--- src/rtl/enc_pkg.sv ---
package enc_pkg;
    localparam int BYTE_W = 8;
    localparam int X_W    = 5;
    localparam int Y_W    = 3;
    localparam int SUB6_W = 6;
    localparam int SUB4_W = 4;
    localparam int CODE_W = SUB6_W + SUB4_W;

    typedef enum logic {RD_NEG = 1'b0, RD_POS = 1'b1} rd_e;

    // Six-bit sub-block as sent from negative disparity
    function automatic logic [SUB6_W-1:0] d6_neg(input logic [X_W-1:0] x);
        logic [SUB6_W-1:0] c;
        unique case (x)
            5'd0:  c = 6'b100111;
            5'd1:  c = 6'b011101;
            5'd2:  c = 6'b101101;
            5'd3:  c = 6'b110001;
            5'd4:  c = 6'b110101;
            5'd5:  c = 6'b101001;
            5'd6:  c = 6'b011001;
            5'd7:  c = 6'b111000;
            5'd8:  c = 6'b111001;
            5'd9:  c = 6'b100101;
            5'd10: c = 6'b010101;
            5'd11: c = 6'b110100;
            5'd12: c = 6'b001101;
            5'd13: c = 6'b101100;
            5'd14: c = 6'b011100;
            5'd15: c = 6'b010111;
            5'd16: c = 6'b011011;
            5'd17: c = 6'b100011;
            5'd18: c = 6'b010011;
            5'd19: c = 6'b110010;
            5'd20: c = 6'b001011;
            5'd21: c = 6'b101010;
            5'd22: c = 6'b011010;
            5'd23: c = 6'b111010;
            5'd24: c = 6'b110011;
            5'd25: c = 6'b100110;
            5'd26: c = 6'b010110;
            5'd27: c = 6'b110110;
            5'd28: c = 6'b001110;
            5'd29: c = 6'b101110;
            5'd30: c = 6'b011110;
            default: c = 6'b101011;
        endcase
        return c;
    endfunction

    // Four-bit sub-block as sent from negative disparity (primary form)
    function automatic logic [SUB4_W-1:0] d4_neg(input logic [Y_W-1:0] y);
        logic [SUB4_W-1:0] c;
        unique case (y)
            3'd0: c = 4'b1011;
            3'd1: c = 4'b1001;
            3'd2: c = 4'b0101;
            3'd3: c = 4'b1100;
            3'd4: c = 4'b1101;
            3'd5: c = 4'b1010;
            3'd6: c = 4'b0110;
            default: c = 4'b1110;
        endcase
        return c;
    endfunction
endpackage

--- src/rtl/enc_kclass.sv ---
module enc_kclass
    import enc_pkg::*;
(
    input  logic [BYTE_W-1:0] data,
    input  logic              k_req,
    output logic              k_legal,
    output logic              k_bad,
    output logic              k_is28
);
    logic [X_W-1:0] x;
    logic [Y_W-1:0] y;
    logic           alt_k;

    assign x = data[X_W-1:0];
    assign y = data[BYTE_W-1:X_W];

    always_comb begin
        alt_k   = (y == 3'd7) &&
                  ((x == 5'd23) || (x == 5'd27) || (x == 5'd29) || (x == 5'd30));
        k_is28  = k_req && (x == 5'd28);
        k_legal = k_is28 || (k_req && alt_k);
        k_bad   = k_req && !k_legal;
    end
endmodule

--- src/rtl/enc_sub6.sv ---
module enc_sub6
    import enc_pkg::*;
(
    input  logic [X_W-1:0]    x,
    input  logic              k28,
    input  rd_e               rd_in,
    output logic [SUB6_W-1:0] code6,
    output rd_e               rd_mid
);
    logic [SUB6_W-1:0] base;
    logic              flip;

    always_comb begin
        base = k28 ? 6'b001111 : d6_neg(x);
        flip = (rd_in == RD_POS) &&
               (($countones(base) != 3) || (base == 6'b111000));
        code6 = flip ? ~base : base;
        if ($countones(code6) > 3)      rd_mid = RD_POS;
        else if ($countones(code6) < 3) rd_mid = RD_NEG;
        else                            rd_mid = rd_in;
    end
endmodule

--- src/rtl/enc_sub4.sv ---
module enc_sub4
    import enc_pkg::*;
(
    input  logic [Y_W-1:0]    y,
    input  logic [X_W-1:0]    x,
    input  logic              k_legal,
    input  rd_e               rd_mid,
    output logic [SUB4_W-1:0] code4,
    output rd_e               rd_out
);
    logic [SUB4_W-1:0] base;
    logic              use_alt;
    logic              unbal;

    always_comb begin
        use_alt = k_legal ||
                  ((rd_mid == RD_NEG) && ((x == 5'd17) || (x == 5'd18) || (x == 5'd20))) ||
                  ((rd_mid == RD_POS) && ((x == 5'd11) || (x == 5'd13) || (x == 5'd14)));
        base = d4_neg(y);
        if ((y == 3'd7) && use_alt) base = 4'b0111;
        unbal = ($countones(base) != 2) || (base == 4'b1100);
        if (unbal)
            code4 = (rd_mid == RD_POS) ? ~base : base;
        else if (k_legal && (rd_mid == RD_NEG))
            code4 = ~base;
        else
            code4 = base;
        if ($countones(code4) > 2)      rd_out = RD_POS;
        else if ($countones(code4) < 2) rd_out = RD_NEG;
        else                            rd_out = rd_mid;
    end
endmodule

--- src/rtl/line_enc8b10b.sv ---
module line_enc8b10b
    import enc_pkg::*;
#(
    parameter bit FORCE_SUPPORT = 1'b1
) (
    input  logic              clk,
    input  logic              rst_n,
    input  logic              in_valid,
    input  logic [BYTE_W-1:0] in_data,
    input  logic              in_k,
    input  logic              force_en,
    input  logic              force_rd,
    output logic [CODE_W-1:0] out_code,
    output logic              out_valid,
    output logic              out_kerr,
    output logic              rd_now
);
    rd_e               rd_q, rd_d, rd_start, rd_mid, rd_out;
    logic              k_legal, k_bad, k_is28;
    logic [SUB6_W-1:0] code6;
    logic [SUB4_W-1:0] code4;

    generate
        if (FORCE_SUPPORT) begin : g_force
            always_comb rd_start = force_en ? rd_e'(force_rd) : rd_q;
        end else begin : g_noforce
            logic unused_force;
            assign unused_force = force_en ^ force_rd;
            always_comb rd_start = rd_q;
        end
    endgenerate

    enc_kclass u_kclass (
        .data    (in_data),
        .k_req   (in_k),
        .k_legal (k_legal),
        .k_bad   (k_bad),
        .k_is28  (k_is28)
    );

    enc_sub6 u_sub6 (
        .x      (in_data[X_W-1:0]),
        .k28    (k_is28),
        .rd_in  (rd_start),
        .code6  (code6),
        .rd_mid (rd_mid)
    );

    enc_sub4 u_sub4 (
        .y       (in_data[BYTE_W-1:X_W]),
        .x       (in_data[X_W-1:0]),
        .k_legal (k_legal),
        .rd_mid  (rd_mid),
        .code4   (code4),
        .rd_out  (rd_out)
    );

    // Running-disparity state register
    always_ff @(posedge clk or negedge rst_n) begin
        if (!rst_n) rd_q <= RD_NEG;
        else        rd_q <= rd_d;
    end

    // Transitions: KEEP (idle or balanced), FLIP (unbalanced), FORCE (override start)
    always_comb begin
        rd_d = rd_q;
        if (in_valid) begin
            unique case (rd_out)
                RD_NEG: rd_d = RD_NEG;
                RD_POS: rd_d = RD_POS;
            endcase
        end
    end

    // Output register
    always_ff @(posedge clk or negedge rst_n) begin
        if (!rst_n) begin
            out_code  <= '0;
            out_valid <= 1'b0;
            out_kerr  <= 1'b0;
        end else begin
            out_valid <= in_valid;
            if (in_valid) begin
                out_code <= {code6, code4};
                out_kerr <= k_bad;
            end
        end
    end

    assign rd_now = (rd_q == RD_POS);
endmodule

--- config.mk ---
export PLATFORM = sky130hd
export DESIGN_NAME = line_enc8b10b
export DESIGN_NICKNAME = d
export VERILOG_FILES = /design/src/rtl/enc_pkg.sv /design/src/rtl/enc_kclass.sv /design/src/rtl/enc_sub6.sv /design/src/rtl/enc_sub4.sv /design/src/rtl/line_enc8b10b.sv
export SDC_FILE = /design/constraint.sdc
export NUM_CORES = 1
export LEC_CHECK = 0
export BUFFER_PORTS_ARGS = -buffer_cell sky130_fd_sc_hd__buf_2
export CAP_MARGIN = 40
export CORE_ASPECT_RATIO = 1.5
export CORE_MARGIN = 10
export CORE_UTILIZATION = 52
export DETAILED_ROUTE_END_ITERATION = 16
export PLACE_DENSITY_LB_ADDON = 0.25
export SLEW_MARGIN = 10
export SYNTH_ARGS = -nofsm -noshare
export SYNTH_HDL_FRONTEND = slang
export SYNTH_SLANG_ARGS = --single-unit
--- constraint.sdc ---
create_clock -name clk -period 4.1 [get_ports clk]
set_clock_uncertainty 0.05 [all_clocks]
set_input_delay 0.205 -clock clk [delete_from_list [all_inputs] [get_ports clk]]
set_output_delay 0.205 -clock clk [all_outputs]
set_load 0.1 [all_outputs]
==> results.sh <==
export IMPL_setup_ws_ps=-1746
export IMPL_synthCells=196
export IMPL_rows=25
export IMPL_startpoint="in_data[1]"
export IMPL_numCtsBuffers=3
export IMPL_crit_top_cell="ha_4"
export IMPL_cp_end_kind="register"
export IMPL_diodes=0
export IMPL_clkLatencyLatePin_ps=240
export IMPL_first_iter_violations=69
export IMPL_yosys_area_top_type="dfrtp_1"
export IMPL_worstHoldStart="in_valid"
export IMPL_ys_ff_latch=13
export IMPL_synth_top_area_frac=0.1844
export IMPL_p_switching_uw=890.6
export IMPL_io_buffers=26
export IMPL_synth_area_leaders="dfrtp_1 (18%), ha_1 (17%), fa_1 (5.7%), mux2_2 (4.5%), nor2_1 (4.3%)"
export IMPL_drc=0
export IMPL_worstSetupStartpointType="input pin"
export IMPL_grt_overflow_total=0
export IMPL_hold_viol=0
export IMPL_clkPwrFrac=0.069
export IMPL_chipHeight_um=91.34
export IMPL_crit_fanout=7
export IMPL_required_ps=4210
export IMPL_cpPeakStageDelay_ps=560
export IMPL_synth_edff_count=0
export IMPL_wl_met3_um=180
export IMPL_relSlewSlack=0.6723
export IMPL_power_uw=1615
export IMPL_ys_warn_count=0
export IMPL_grt_pass1_wl_mm=7.686
export IMPL_antenna_found_initial=0
export IMPL_maxUsedRoutingLayer="met4"
export IMPL_grt_total_usage=0.1498
export IMPL_p_seq_frac=0.132
export IMPL_synth_avg_cell_area_um2=9.001
export IMPL_viasPerCell=5.485
export IMPL_vias=1673
export IMPL_grt_start_max_net_pins=18
export IMPL_r2r_slack_ps=-440
export IMPL_cts_buffer_depth=2
export IMPL_max_freq_mhz=171.1
export IMPL_core_area_um2=3222
export IMPL_maxCapViolCount=0
export IMPL_setup_violations=5
export IMPL_die_w_um=67.56
export IMPL_rsz0062_at_grt="yes"
export IMPL_hpwl_mm=3.709
export IMPL_ir_drop_mv=0.6007
export IMPL_dpl_cell_count=294
export IMPL_syn_cell_area_um2=1764
export IMPL_wl_met1_mm=1.761
export IMPL_boundaryPins=27
export IMPL_wl_met2_mm=2.673
export IMPL_dpl_cell_area_um2=2321
export IMPL_leakagePower_uw=0.001146
export IMPL_initial_utilization=0.5476
export IMPL_ys_types=59
export IMPL_status="complete, but fails checks"
export IMPL_worst_slew_pin_slew_ps=495.0
export IMPL_p_per_area_nw_per_um2=631.6
export IMPL_routed_wl_mm=4.645
export IMPL_grt_pass1_vias=1755
export IMPL_arrival_ps=5960
export IMPL_drv_slew=0
export IMPL_n_fill_cell=207
export IMPL_synth_fp_nets=239
export IMPL_layout_nets=309
export IMPL_r2r_start="rd_now"
export IMPL_crit_slowest_cell="fa_1"
export IMPL_path_clk_slew_ps=50
export IMPL_power_share_switching=0.5514
export IMPL_ys_seq_area_frac=0.1844
export IMPL_gp_congestion=0.8279
export IMPL_wl_per_cell_um=15.23
export IMPL_dp_slack_ps=-2169
export IMPL_final_cells=305
export IMPL_violations="setup timing"
export IMPL_period_share=1.426
export IMPL_fin_area_um2=2557
export IMPL_die_area_um2=6171
export IMPL_worstSetupPathType="in2reg"
export IMPL_h_tree_depth=1
export IMPL_tritoncts="done"
export IMPL_hold_path_class="in2reg"
export IMPL_cts_root_buf="clkbuf_8"
export IMPL_drive_above_1_share=0.5019
export IMPL_setup_tns_ps=-5186
export IMPL_cts_sinks=13
export IMPL_area_delta_synth_final_pct=44.96
export IMPL_ant_nets=0
export IMPL_internal_power_uw=724.7
export IMPL_p_comb_frac=0.799
export IMPL_drt_pass1_iter_count=4
export IMPL_synth_top_flop_cell="dfrtp_1"
export IMPL_post_route_min_period_ps=5846
export IMPL_synthArstFlopShare=1.000
-- power by group through the flow --
stage                     clock [µW]  sequential [µW]  combinational (µW)
after global placement             0              211                1120
after floorplan                    0              617                 506
final                            111              213                1290
after CTS                        114              214                1240
after detailed placement           0              215                1160
after global routing             125              221                1390
-- layout make-up --
| type | instances | area, µm² | area share |
|---|---|---|---|
| inverters | 18 | 92.59 | 0.03620 |
| multi-input cells | 154 | 1496 | 0.5851 |
| repair buffers | 76 | 548.0 | 0.2143 |
| flip-flops and latches | 13 | 325.3 | 0.1272 |
| well taps | 40 | 50.05 | 0.01957 |
| clock buffers | 4 | 45.04 | 0.01761 |
-- cells in the final DEF (no fill, tap or decap), types with 4 or more instances in the layout --
master / synthesis / routed
buf_4: 1 / 48
buf_2: 5 / 23
nor2_1: 20 / 19
dfrtp_1: 13 / 13
ha_1: 24 / 12
inv_1: 17 / 11
a21oi_1: 9 / 8
mux2_2: 7 / 7
nand2_1: 8 / 6
ha_2: 0 / 6
ha_4: 0 / 6
inv_2: 1 / 5
nor3_1: 5 / 5
nand4_1: 5 / 5
nand3_1: 4 / 4
o21ai_0: 4 / 4
xnor2_1: 5 / 4
xor2_1: 5 / 4
fa_1: 5 / 4
-- final timing paths --
check                                    to  depth (start not counted)
worst min-delay path              out_valid                          1
worst max register to register       rd_now                         18
worst min register to register  out_code[4]                          1
worst max-delay path                 rd_now                         29
max in group asynchronous       out_code[0]                          2
min in group asynchronous       out_code[9]                          2
-- timing repair --
action	CTS	global route
pin swaps	8	15
endpoints found under the setup margin	5	5
endpoints found under the hold margin	13	0
hold buffers	1	0
setup buffers	2	4
gates resized for setup	21	8
-- metal layers --
metal	vias to the layer above	track usage
met5	-	0
met4	0	0.03952
met3	6	0.02337
met2	31	0.2885
met1	816	0.1549
li1	820	-
-- cells in the mapped netlist, types with 2 or more instances --
library cell	count
o21ai_0	4
mux2i_1	3
o21ai_1	4
nand3_1	4
and3_1	3
nor3_1	5
a211o_1	2
a211oi_1	2
a21oi_1	9
buf_2	5
mux2_2	7
nand2b_1	2
or2_1	2
nor2b_1	2
nand3b_1	2
fa_1	5
inv_1	17
dfrtp_1	13
nand4_1	5
clkbuf_1	2
xor2_1	5
nand2_2	2
ha_1	24
o211ai_1	2
nor2_1	20
nand2_1	8
xnor2_1	5
-- flip-flops by register name, indices dropped and copies added (netlist names) --
register and cells:
rd_now 1, out_code 10, out_kerr 1, out_valid 1
-- worst max-delay path, delay by kind of cell --
kind | cells | cell delay (ps)
buffers and inverters | 6 | 570
multiplexers | 2 | 590
adder cells (fa/ha/maj) | 9 | 2670
AO/OA/AOI/OAI | 7 | 1310
XOR/XNOR | 1 | 200
AND/OR/NAND/NOR | 4 | 400
-- through the flow --
stage,utilization,hold WS [ps]
6_report,0.7938,223.7
5_1_grt,0.7938,225.6
4_1_cts,0.7728,215.9
3_5_place_dp,0.7204,49.97
3_3_place_gp,0.7204,41.30
2_1_floorplan,-,-140.6
-- cell families after synthesis --
| kind of cell | synth area share |
|---|---|
| xor gates and xnor gates | 0.04964 |
| adders and majority gates | 0.2270 |
| and+or+nand+nor | 0.2071 |
| AOI/OAI and AO/OA | 0.1773 |
| buffers and inverters | 0.07801 |
| muxes | 0.07660 |
| DFF | 0.1844 |
Power figures use the tool's default switching activity.
